[src/rtl/slice_alu_pkg.sv]
package slice_alu_pkg;
  typedef enum logic [2:0] {
    OP_PASS_A = 3'b000,
    OP_PASS_B = 3'b001,
    OP_ADD    = 3'b010,
    OP_SUB    = 3'b011,
    OP_SHL_A  = 3'b100,
    OP_SHL_B  = 3'b101,
    OP_SHR_A  = 3'b110,
    OP_SHR_B  = 3'b111
  } alu_op_e;
endpackage

[src/rtl/slice_fa.sv]
module slice_fa (
  input  logic x_i,
  input  logic y_i,
  input  logic c_i,
  output logic s_o,
  output logic c_o
);
  assign s_o = x_i ^ y_i ^ c_i;
  assign c_o = (x_i & y_i) | (x_i & c_i) | (y_i & c_i);
endmodule

[src/rtl/slice_ripple.sv]
module slice_ripple #(
  parameter int W = 8
) (
  input  logic [W-1:0] x_i,
  input  logic [W-1:0] y_i,
  input  logic         cin_i,
  output logic [W-1:0] sum_o,
  output logic         cout_o,
  output logic         ovf_o
);
  logic [W:0] c;
  assign c[0] = cin_i;

  for (genvar i = 0; i < W; i++) begin : g_slice
    slice_fa i_fa (
      .x_i(x_i[i]), .y_i(y_i[i]), .c_i(c[i]),
      .s_o(sum_o[i]), .c_o(c[i+1])
    );
  end

  assign cout_o = c[W];
  assign ovf_o  = c[W] ^ c[W-1];
endmodule

[src/rtl/slice_alu.sv]
module slice_alu
  import slice_alu_pkg::*;
#(
  parameter int W = 8
) (
  input  logic         clk_i,
  input  logic         rst_ni,
  input  logic [W-1:0] a_i,
  input  logic [W-1:0] b_i,
  input  logic [2:0]   op_i,
  output logic [W-1:0] res_o,
  output logic         carry_o,
  output logic         ovf_o
);
  localparam int MSB = W - 1;

  alu_op_e     op;
  logic        is_sub;
  logic [W-1:0] y_sel, sum;
  logic        cout, vout;
  logic [W-1:0] res_d;
  logic        carry_d, ovf_d;

  assign op     = alu_op_e'(op_i);
  assign is_sub = (op == OP_SUB);
  // subtract: a + ~b + 1 on the same chain
  assign y_sel  = is_sub ? ~b_i : b_i;

  slice_ripple #(.W(W)) i_chain (
    .x_i(a_i), .y_i(y_sel), .cin_i(is_sub),
    .sum_o(sum), .cout_o(cout), .ovf_o(vout)
  );

  always_comb begin
    res_d   = '0;
    carry_d = 1'b0;
    ovf_d   = 1'b0;
    unique case (op)
      OP_PASS_A: res_d = a_i;
      OP_PASS_B: res_d = b_i;
      OP_ADD, OP_SUB: begin
        res_d   = sum;
        carry_d = cout;
        ovf_d   = vout;
      end
      OP_SHL_A: res_d = {a_i[MSB-1:0], 1'b0};
      OP_SHL_B: res_d = {b_i[MSB-1:0], 1'b0};
      OP_SHR_A: res_d = {1'b0, a_i[MSB:1]};
      OP_SHR_B: res_d = {1'b0, b_i[MSB:1]};
      default:  res_d = '0;
    endcase
  end

  always_ff @(posedge clk_i or negedge rst_ni) begin
    if (!rst_ni) begin
      res_o   <= '0;
      carry_o <= 1'b0;
      ovf_o   <= 1'b0;
    end else begin
      res_o   <= res_d;
      carry_o <= carry_d;
      ovf_o   <= ovf_d;
    end
  end

  // reset clears outputs
  always_ff @(posedge clk_i) begin
    if (!rst_ni) begin
      a_rst_clear_r1: assert (res_o == '0 && !carry_o && !ovf_o);
    end
  end

  // non-arithmetic codes clear flags
  p_flags_clear_r5: assert property (@(posedge clk_i) disable iff (!rst_ni)
    (op_i[2] || op_i[2:1] == 2'b00) |=> (!carry_o && !ovf_o));

  // pass A lands in result
  p_pass_a_r2: assert property (@(posedge clk_i) disable iff (!rst_ni)
    (op_i == 3'b000) |=> (res_o == $past(a_i)));

  // right shift of A clears MSB and holds shifted bits
  p_shr_a_r6: assert property (@(posedge clk_i) disable iff (!rst_ni)
    (op_i == 3'b110) |=> (res_o == ($past(a_i) >> 1)));

  // add overflow only with like-signed operands
  p_no_overflow_r3: assert property (@(posedge clk_i) disable iff (!rst_ni)
    (op_i == 3'b010 && (a_i[MSB] != b_i[MSB])) |=> !ovf_o);

  // subtract overflow only with unlike-signed operands
  p_no_overflow_r4: assert property (@(posedge clk_i) disable iff (!rst_ni)
    (op_i == 3'b011 && (a_i[MSB] == b_i[MSB])) |=> !ovf_o);
endmodule

[config.mk]
export PLATFORM = sky130hd
export DESIGN_NAME = slice_alu
export DESIGN_NICKNAME = d
export VERILOG_FILES = /design/src/rtl/slice_alu_pkg.sv /design/src/rtl/slice_fa.sv /design/src/rtl/slice_ripple.sv /design/src/rtl/slice_alu.sv
export SDC_FILE = /design/constraint.sdc
export NUM_CORES = 1
export LEC_CHECK = 0
export ABC_AREA = 1
export BUFFER_PORTS_ARGS = -buffer_cell sky130_fd_sc_hd__buf_2
export CAP_MARGIN = 30
export CORE_MARGIN = 3
export CORE_UTILIZATION = 30
export DETAILED_ROUTE_END_ITERATION = 10
export GPL_ROUTABILITY_DRIVEN = 0
export SLEW_MARGIN = 10
export SYNTH_ARGS = -nofsm -noshare
export SYNTH_HDL_FRONTEND = slang
export SYNTH_SLANG_ARGS = --single-unit
[constraint.sdc]
create_clock -name clk_i -period 1 [get_ports clk_i]
set_input_delay 0.1 -clock clk_i [delete_from_list [all_inputs] [get_ports clk_i]]
set_output_delay 0.1 -clock clk_i [all_outputs]
set_load 0.02 [all_outputs]
==> flow_summary.json, run 1 <==
{
  "min_period_over_period_pct": 277,
  "p_int_w": 0.000997,
  "cpMaxStageDelayCell": "fa_2",
  "worstSetupEndpoint": "res_o[7]",
  "worst_pin_slew_ns": 0.319,
  "dpl.hpwl_um": 2460,
  "cp_slowest_stage_delay_ns": 0.40,
  "grt_max_degree": 32,
  "antennaDiodeCount": 0,
  "dp_slack_ns": -2.14,
  "critical_path_arrival_ns": 2.91,
  "worst_slack_ns": -1.77,
  "dieHeight_um": 66.0,
  "p_sw_share_pct": 35.3,
  "overflow": 0,
  "dieWidth_um": 66.0,
  "setup.worst_path.end_class": "flip-flop",
  "clock_sinks": 10,
  "clkTransAtPathRegs_ns": 0.06,
  "combinationalPowerShare_pct": 47.8,
  "netlist_area_um2": 1080,
  "ys_types": 25,
  "antenna_left": 0,
  "ys_ff_latch": 10,
  "cts-htree-levels": 1,
  "synthCells": 148,
  "final_common_cell": "buf_4",
  "track_usage_pct": 15.0,
  "std_cell_rows": 21,
  "maxSlewViolCount": 0,
  "nets": 241,
  "clock.fmax_mhz": 360,
  "finalCriticalPeriod_ns": 2.77,
  "wire_per_inst_um": 11.9,
  "wl_um": 3070,
  "maxCapViolations": 0,
  "numCtsBuffers": 3,
  "rsz0062_at_grt": "yes",
  "ioPinCount": 31,
  "yosys_warnings": 0,
  "final_core_util_pct": 47.3,
  "hp-class": "in2reg",
  "vias": 1248,
  "crit_chain": "buf_8 -> inv_6 -> nand3_4 -> xor2_2 -> fa_2 -> fa_2 -> inv_2 -> fa_2 -> fa_2 -> fa_2 -> fa_2 -> or2_4 -> nand3_2 -> nand2_1 -> nor2_1 -> nand2_1",
  "setup_violations": 9,
  "path_common_cell": "fa_2",
  "drt_iter0_markers": 54,
  "ir_drop_uv": 307,
  "clockBufferDepth": 2,
  "p_leak_nw": 0.826,
  "violations": "negative setup slack",
  "drc": 0,
  "viasPerCell": 4.84,
  "port_buffers": 30,
  "syn_to_final_growth_pct": 49.3,
  "path_class": "in2reg",
  "cts_tree": "done",
  "critPathMaxFanout": 4,
  "worstSetupStartpointType": "input port",
  "cts-root-buf": "clkbuf_4",
  "firstDrtPassIters": 5,
  "final_cell_mix": "buf_4 (36), nand2_1 (32), buf_2 (29)",
  "clockPowerShare_pct": 21.9,
  "initial_utilization_pct": 31.6,
  "crit_start": "op_i[2]",
  "drive_gt1_share_pct": 45.3,
  "timing_hold_violations_final": 0,
  "yosysSeqAreaShare_pct": 23.1,
  "syn_nets": 176,
  "max_slew_margin_pct": 78.7,
  "power_frac_seq_pct": 30.3,
  "syn-mean-instance-area_um2": 7.30,
  "cp.required_ns": 1.14,
  "p_per_area_nw_per_um2": 955,
  "first_global_vias": 1178,
  "die-area_um2": 4360,
  "grt_pass1_wl_um": 5110,
  "core_um2": 3420,
  "antenna_found_initial": 0,
  "p_switching_w": 0.000545,
  "outcome": "finished with violations"
}
==> power groups by stage <==
stage / clock, W / sequential, W / combinational [W]
5_1_grt: 0.000373 / 0.000470 / 0.000823
6_report: 0.000337 / 0.000467 / 0.000737
2_1_floorplan: 0 / 0.000549 / 0.000326
3_5_place_dp: 0 / 0.000475 / 0.000687
4_1_cts: 0.000352 / 0.000467 / 0.000711
3_3_place_gp: 0 / 0.000473 / 0.000673
==> what timing repair did <==
item                       CTS  global route
pin swaps                    7             6
setup buffers                1             1
hold endpoints to repair    10             0
gates resized for setup      7             8
setup endpoints to repair    9             9
hold buffers                 1             0
==> through the flow <==
step           hold slack, ns  TNS [ns]  std cells  power [W]  area [um^2]
6_report                0.184    -10.91        258    0.00154         1610
2_1_floorplan          -0.196    -12.32        148   0.000875         1120
3_5_place_dp          -0.0372    -13.98        251    0.00116         1510
4_1_cts                 0.172    -10.83        257    0.00153         1580
5_1_grt                 0.186    -11.77        258    0.00167         1610
3_3_place_gp          -0.0403    -13.42        251    0.00115         1510
==> logic make-up (layout without fill, tap and decap cells) <==
group           Yosys count  count (layout)  share of synthesized area, %
buf+inv                  21              85                          10.3
xor+xnor                  6               6                          4.86
compound gates           11              11                          5.67
fa+ha+maj                 7               7                          12.3
flops                    10              10                          23.1
simple gates             93              93                          43.8
==> synthesized netlist by cell type <==
master,number,area [um^2]
a21oi_1,7,35.0
a21oi_2,1,8.76
and2_1,1,6.26
buf_2,2,10.0
buf_4,2,15.0
buf_6,3,33.8
dfrtp_1,10,250
fa_1,6,120
ha_1,1,12.5
inv_1,12,45.0
inv_2,2,7.51
nand2_1,32,120
nand2_4,1,11.3
nand3_1,17,85.1
nand3_4,1,17.5
nand4_1,21,131
nor2_1,15,56.3
nor2_2,1,6.26
nor3_2,1,10.0
nor3_4,1,16.3
o21a_1,1,7.51
o21ai_0,2,10.0
or2_2,2,12.5
xnor2_1,3,26.3
xor2_1,3,26.3
==> routing by layer <==
metal	GRT usage [%]	wire [um]	share of wire, %
met5	0	0	0
met4	5.08	33	1.1
met3	1.19	173	5.6
met2	26.9	1540	50
met1	18.7	1330	43
==> state kept, by name (all words and copies together) (netlist names) <==
register,count
ovf_o,1
carry_o,1
res_o,8
==> critical path, delay by kind of cell <==
| family | cells | cell delay, ns |
|---|---|---|
| buffers and inverters | 3 | 0.19 |
| AND/OR/NAND/NOR | 6 | 0.58 |
| XOR/XNOR | 1 | 0.16 |
| adder cells (fa/ha/maj) | 6 | 1.87 |
==> final cells by class <==
type	count	area [um^2]
flip-flops and latches	10	250
well taps	46	57.6
clock buffers	4	36.3
repair buffers	67	440
fillers	365	1800
inverters	14	57.6
multi-input cells	117	772
==> how the worst min path moves through the flow <==
| stage | slack [ns] | endpoint | cells past startpoint | startpoint |
|---|---|---|---|---|
| after floorplan | -0.20 | carry_o | 0 | rst_ni |
| after global placement | -0.04 | res_o[5] | 1 | rst_ni |
| after detailed placement | -0.04 | res_o[5] | 1 | rst_ni |
| after CTS | 0.17 | res_o[7] | 4 | a_i[7] |
| after global routing | 0.19 | res_o[7] | 4 | a_i[7] |
| final | 0.18 | res_o[7] | 4 | a_i[7] |
Note: power is estimated with default switching activity, not from simulation.
==> inputs of run 2 (changes only) <==
--- a/config.mk
+++ b/config.mk
@@ -15,4 +15,5 @@
 export SLEW_MARGIN = 10
 export SYNTH_ARGS = -nofsm -noshare
 export SYNTH_HDL_FRONTEND = slang
+export SYNTH_HIERARCHICAL = 1
 export SYNTH_SLANG_ARGS = --single-unit
==> flow_summary.json, run 2 <==
{
  "cp.required_ns": 1.20,
  "cts-root-buf": "clkbuf_4",
  "die-area_um2": 4330,
  "violations": "negative setup slack",
  "dpl.hpwl_um": 2470,
  "critical_path_arrival_ns": 3.64,
  "dieWidth_um": 65.8,
  "crit_chain": "buf_6 -> inv_4 -> nand3_4 -> xnor2_4 -> fa_2 -> fa_2 -> fa_2 -> fa_2 -> fa_2 -> fa_2 -> fa_2 -> fa_2 -> nand2_1 -> nand4_1",
  "place_inst": 240,
  "hold_depth": 3,
  "firstDrtPassIters": 4,
  "synthCells": 142,
  "cpMaxStageDelayCell": "fa_2",
  "cp_slowest_stage_delay_ns": 0.53,
  "grt_max_degree": 30,
  "ir_drop_uv": 389,
  "worst_pin_slew_ns": 0.287,
  "core_um2": 3390,
  "port_buffers": 30,
  "path_class": "in2reg",
  "total_power_w": 0.00157,
  "cp.depth": 14,
  "critPathMaxFanout": 3,
  "drc": 0,
  "setup_violations": 9,
  "yosysSeqAreaShare_pct": 23.3,
  "top_regs": "res_o x8, carry_o x1, ovf_o x1",
  "clkTransAtPathRegs_ns": 0.07,
  "p_per_area_nw_per_um2": 979,
  "dieHeight_um": 65.8,
  "drt_iter0_markers": 179,
  "outcome": "finished with violations",
  "wire_per_inst_um": 12.4,
  "setup.worst_path.end_class": "flip-flop",
  "timing_hold_violations_final": 0,
  "ys_types": 19,
  "antenna_found_initial": 0,
  "final_common_cell": "buf_4",
  "netlist_area_um2": 1070,
  "p_leak_nw": 0.832,
  "synthTopCellsByArea": "dfrtp_1 (23%), fa_1 (15%), nand4_1 (13%)",
  "maxCapViolations": 0,
  "min_period_over_period_pct": 343,
  "grt_pass1_wl_um": 5260,
  "vias": 1220,
  "rsz0062_at_grt": "yes",
  "ys.flop_type": "dfrtp_1",
  "synthArstFlopShare_pct": 100,
  "yosys.area.top_type_share_pct": 23.3,
  "hp-class": "in2reg",
  "cpLargestDelayFamily": "adder cells",
  "wl_um": 3090,
  "syn-mean-instance-area_um2": 7.56,
  "clock_sinks": 10,
  "final_cell_mix": "buf_4 (33), nand2_1 (28), buf_2 (27)",
  "std_cell_rows": 21,
  "drive_gt1_share_pct": 42.9,
  "hold_ws_ns": 0.125,
  "nets": 233,
  "ioPinCount": 31,
  "antennaDiodeCount": 0,
  "overflow": 0,
  "syn_nets": 171,
  "first_global_vias": 1184,
  "cts-htree-levels": 1,
  "cts_tree": "done",
  "initial_utilization_pct": 31.7,
  "numCtsBuffers": 3,
  "antenna_left": 0,
  "regMostFlops": "res_o",
  "worstPathBufferInverterCount": 2,
  "clockBufferDepth": 2,
  "ys_ff_latch": 10,
  "largest_reg_flops": 8,
  "synth_commonest_cells": "nand2_1 (28), nand4_1 (23), nand3_1 (14), nor2_1 (14), inv_1 (13)",
  "yosys_warnings": 6,
  "yosysMostFrequentCell": "nand2_1",
  "maxSlewViolCount": 0,
  "syn_to_final_growth_pct": 49.5,
  "yosysTopAreaCell": "dfrtp_1",
  "track_usage_pct": 15.6,
  "clock.fmax_mhz": 291,
  "fillers": 348,
  "path_common_cell": "fa_2",
  "synth_edf_count": 0,
  "worstSetupStartpointType": "input port",
  "worst_slack_ns": -2.43,
  "finalCriticalPeriod_ns": 3.43,
  "instances_no_fill": 249,
  "viasPerCell": 4.90,
  "max_slew_margin_pct": 80.9
}
run 2: changes by cell type in the layout (fill, tap and decap cells not counted), moves of 3 or more:
cell / change
buf_4: -3
buf_6: +4
inv_1: +5
nand2_1: -4
xor2_1: +4
run 2: area by class of cell:
| type | instances | area (um^2) | share of cell area (%) |
|---|---|---|---|
| multi-input cells | 107 | 757 | 47.2 |
| repair buffers | 65 | 438 | 27.3 |
| flip-flops and latches | 10 | 250 | 15.6 |
| inverters | 17 | 66.3 | 4.13 |
| well taps | 46 | 57.6 | 3.59 |
| clock buffers | 4 | 36.3 | 2.26 |
run 2: metrics by stage:
step	setup TNS (ns)	setup WS, ns	instance area, um^2	util, %
floorplan	-17.14	-2.73	1140	-
global placement	-17.47	-2.74	1490	43.8
detailed placement	-17.94	-2.82	1490	43.8
CTS	-14.27	-2.42	1580	46.6
global route	-15.03	-2.51	1610	47.4
finish	-14.30	-2.43	1610	47.4
run 2: final timing paths:
check | startpoint | to
max in group asynchronous | rst_ni | carry_o
setup / recovery | op_i[2] | res_o[7]
min in group asynchronous | rst_ni | res_o[1]
hold / removal | a_i[0] | res_o[0]
run 2: per-layer routing:
layer / part of all wire [%] / up-vias / track usage [%]
li1: - / 592 / -
met1: 42 / 562 / 20.2
met2: 49 / 64 / 26.8
met3: 8.0 / 2 / 1.70
met4: 0.68 / 0 / 5.44
met5: 0 / - / 0
run 2: power breakdown:
group	switching, W	internal, W
combinational	0.000405	0.000321
sequential	0.0000114	0.000459
clock	0.000155	0.000221
run 2: cells by family after synthesis:
| logic type | share of synthesized area, % |
|---|---|
| AOI/OAI and AO/OA | 2.80 |
| xor gates and xnor gates | 6.53 |
| adders and majority gates | 14.9 |
| buffers and inverters | 12.2 |
| DFF | 23.3 |
| and+or+nand+nor | 40.2 |
run 2: what timing repair did:
action | in CTS | in global routing
endpoints found under the setup margin | 10 | 10
buffers inserted | 2 | 2
resized for setup | 6 | 1
pin swaps | 4 | 1
endpoints found under the hold margin | 10 | 0
hold buffers | 1 | 0
==> inputs of run 3 (changes only) <==
==> constraint.sdc (replaced) <==
create_clock -name clk_i -period 1 [get_ports clk_i]
set_input_delay 0.05 -clock clk_i [delete_from_list [all_inputs] [get_ports clk_i]]
set_output_delay 0.05 -clock clk_i [all_outputs]
set_load 0.02 [all_outputs]
==> flow_summary.json, run 3 (synthesis gave the netlist of run 2 again) <==
{
  "clockBufferDepth": 2,
  "rsz0062_at_grt": "yes",
  "antennaDiodeCount": 0,
  "nets": 231,
  "violations": "negative setup slack",
  "max_slew_margin_pct": 80.0,
  "antenna_left": 0,
  "critical_path_arrival_ns": 3.58,
  "final_common_cell": "buf_4",
  "cp.required_ns": 1.21,
  "std_cell_rows": 21,
  "wire_per_inst_um": 13.1,
  "core_um2": 3390,
  "critPathMaxFanout": 3,
  "ioPinCount": 31,
  "antenna_found_initial": 0,
  "maxSlewViolCount": 0,
  "instances_no_fill": 247,
  "hp-class": "in2reg",
  "viasPerCell": 4.96,
  "vias": 1225,
  "die-area_um2": 4330,
  "final_cell_mix": "buf_4 (31), buf_2 (29), nand2_1 (28)",
  "power_frac_seq_pct": 29.2,
  "drive_gt1_share_pct": 45.8,
  "top_regs": "res_o x8, carry_o x1, ovf_o x1",
  "outcome": "finished with violations",
  "p_sw_share_pct": 37.1,
  "timing_hold_violations_final": 0,
  "path_class": "in2reg",
  "worstSetupStartpointType": "input port",
  "firstDrtPassIters": 4,
  "numCtsBuffers": 3,
  "clkTransAtPathRegs_ns": 0.08,
  "p_switching_w": 0.000597,
  "grt_max_degree": 30,
  "first_global_vias": 1256,
  "clockPowerShare_pct": 23.6,
  "maxCapViolations": 0,
  "setup_violations": 9,
  "regMostFlops": "res_o",
  "ir_drop_uv": 321,
  "p_leak_nw": 0.823,
  "cts-htree-levels": 1,
  "worst_pin_slew_ns": 0.300,
  "port_buffers": 30,
  "finalCriticalPeriod_ns": 3.37,
  "p_per_area_nw_per_um2": 1000,
  "clock.fmax_mhz": 297,
  "track_usage_pct": 16.2,
  "setup.worst_path.end_class": "flip-flop",
  "drt_iter0_markers": 120,
  "min_period_over_period_pct": 337,
  "place_inst": 239,
  "final_core_util_pct": 47.4,
  "fillers": 347,
  "dieWidth_um": 65.8,
  "wl_um": 3230,
  "cts-root-buf": "clkbuf_4",
  "worst_slack_ns": -2.37,
  "initial_utilization_pct": 31.7,
  "overflow": 0,
  "dpl.hpwl_um": 2430,
  "grt_pass1_wl_um": 5420,
  "setup-tns-final_ns": -13.94,
  "clock_sinks": 10,
  "drc": 0,
  "syn_to_final_growth_pct": 49.7,
  "cts_tree": "done",
  "p_int_w": 0.00101,
  "combinationalPowerShare_pct": 47.2,
  "largest_reg_flops": 8,
  "dieHeight_um": 65.8
}
## run 3: metal layers
| metal | track usage, % | wire length (um) |
|---|---|---|
| met1 | 19.3 | 1270 |
| met2 | 28.5 | 1640 |
| met3 | 2.72 | 269 |
| met4 | 6.48 | 51 |
| met5 | 0 | 0 |
## run 3: final timing paths
check | startpoint | end | slack, ns | depth (start not counted)
max | op_i[2] | ovf_o | -2.37 | 17
min | a_i[7] | res_o[7] | 0.08 | 3
min in group asynchronous | rst_ni | res_o[4] | 0.17 | 2
max in group asynchronous | rst_ni | res_o[3] | 0.63 | 2
## run 3: power by group through the flow
stage / registers, W / logic [W] / clock network, W
after floorplan: 0.000558 / 0.000338 / 0
after global routing: 0.000475 / 0.000831 / 0.000406
final: 0.000470 / 0.000759 / 0.000379
after CTS: 0.000471 / 0.000740 / 0.000385
after global placement: 0.000478 / 0.000667 / 0
after detailed placement: 0.000480 / 0.000690 / 0
## run 3: cell type report
class	instances	area, um^2	share of cell area (%)
clock buffers	4	36.3	2.26
inverters	17	66.3	4.13
multi-input cells	107	782	48.7
flip-flops and latches	10	250	15.6
well taps	46	57.6	3.58
repair buffers	63	414	25.8
## run 3: stage by stage
step / setup slack, ns / cell area (um^2) / hold slack, ns / power (W)
3_3_place_gp: -2.69 / 1480 / -0.0802 / 0.00114
5_1_grt: -2.46 / 1610 / 0.0986 / 0.00171
4_1_cts: -2.39 / 1590 / 0.0767 / 0.00160
6_report: -2.37 / 1610 / 0.0769 / 0.00161
2_1_floorplan: -2.68 / 1140 / -0.246 / 0.000896
3_5_place_dp: -2.78 / 1480 / -0.0688 / 0.00117
## run 3: worst max-delay path, stage by stage
cell	delay (ns)
buf_8	0.10
inv_4	0.05
nand3_4	0.09
xnor2_4	0.14
fa_2	0.37
fa_2	0.35
fa_2	0.35
fa_2	0.35
fa_2	0.35
fa_2	0.35
fa_2	0.37
fa_2	0.36
inv_1	0.06
nand2_1	0.04
nand2_1	0.05
inv_1	0.04
nor2_2	0.09
## run 3: repair_timing
action | 4_1_cts | 5_1_grt
hold buffers | 1 | 0
endpoints found under the hold margin | 10 | 0
resized for setup | 10 | 3
pin swaps | 5 | 2
buffers inserted | 3 | 0
setup endpoints to repair | 9 | 10
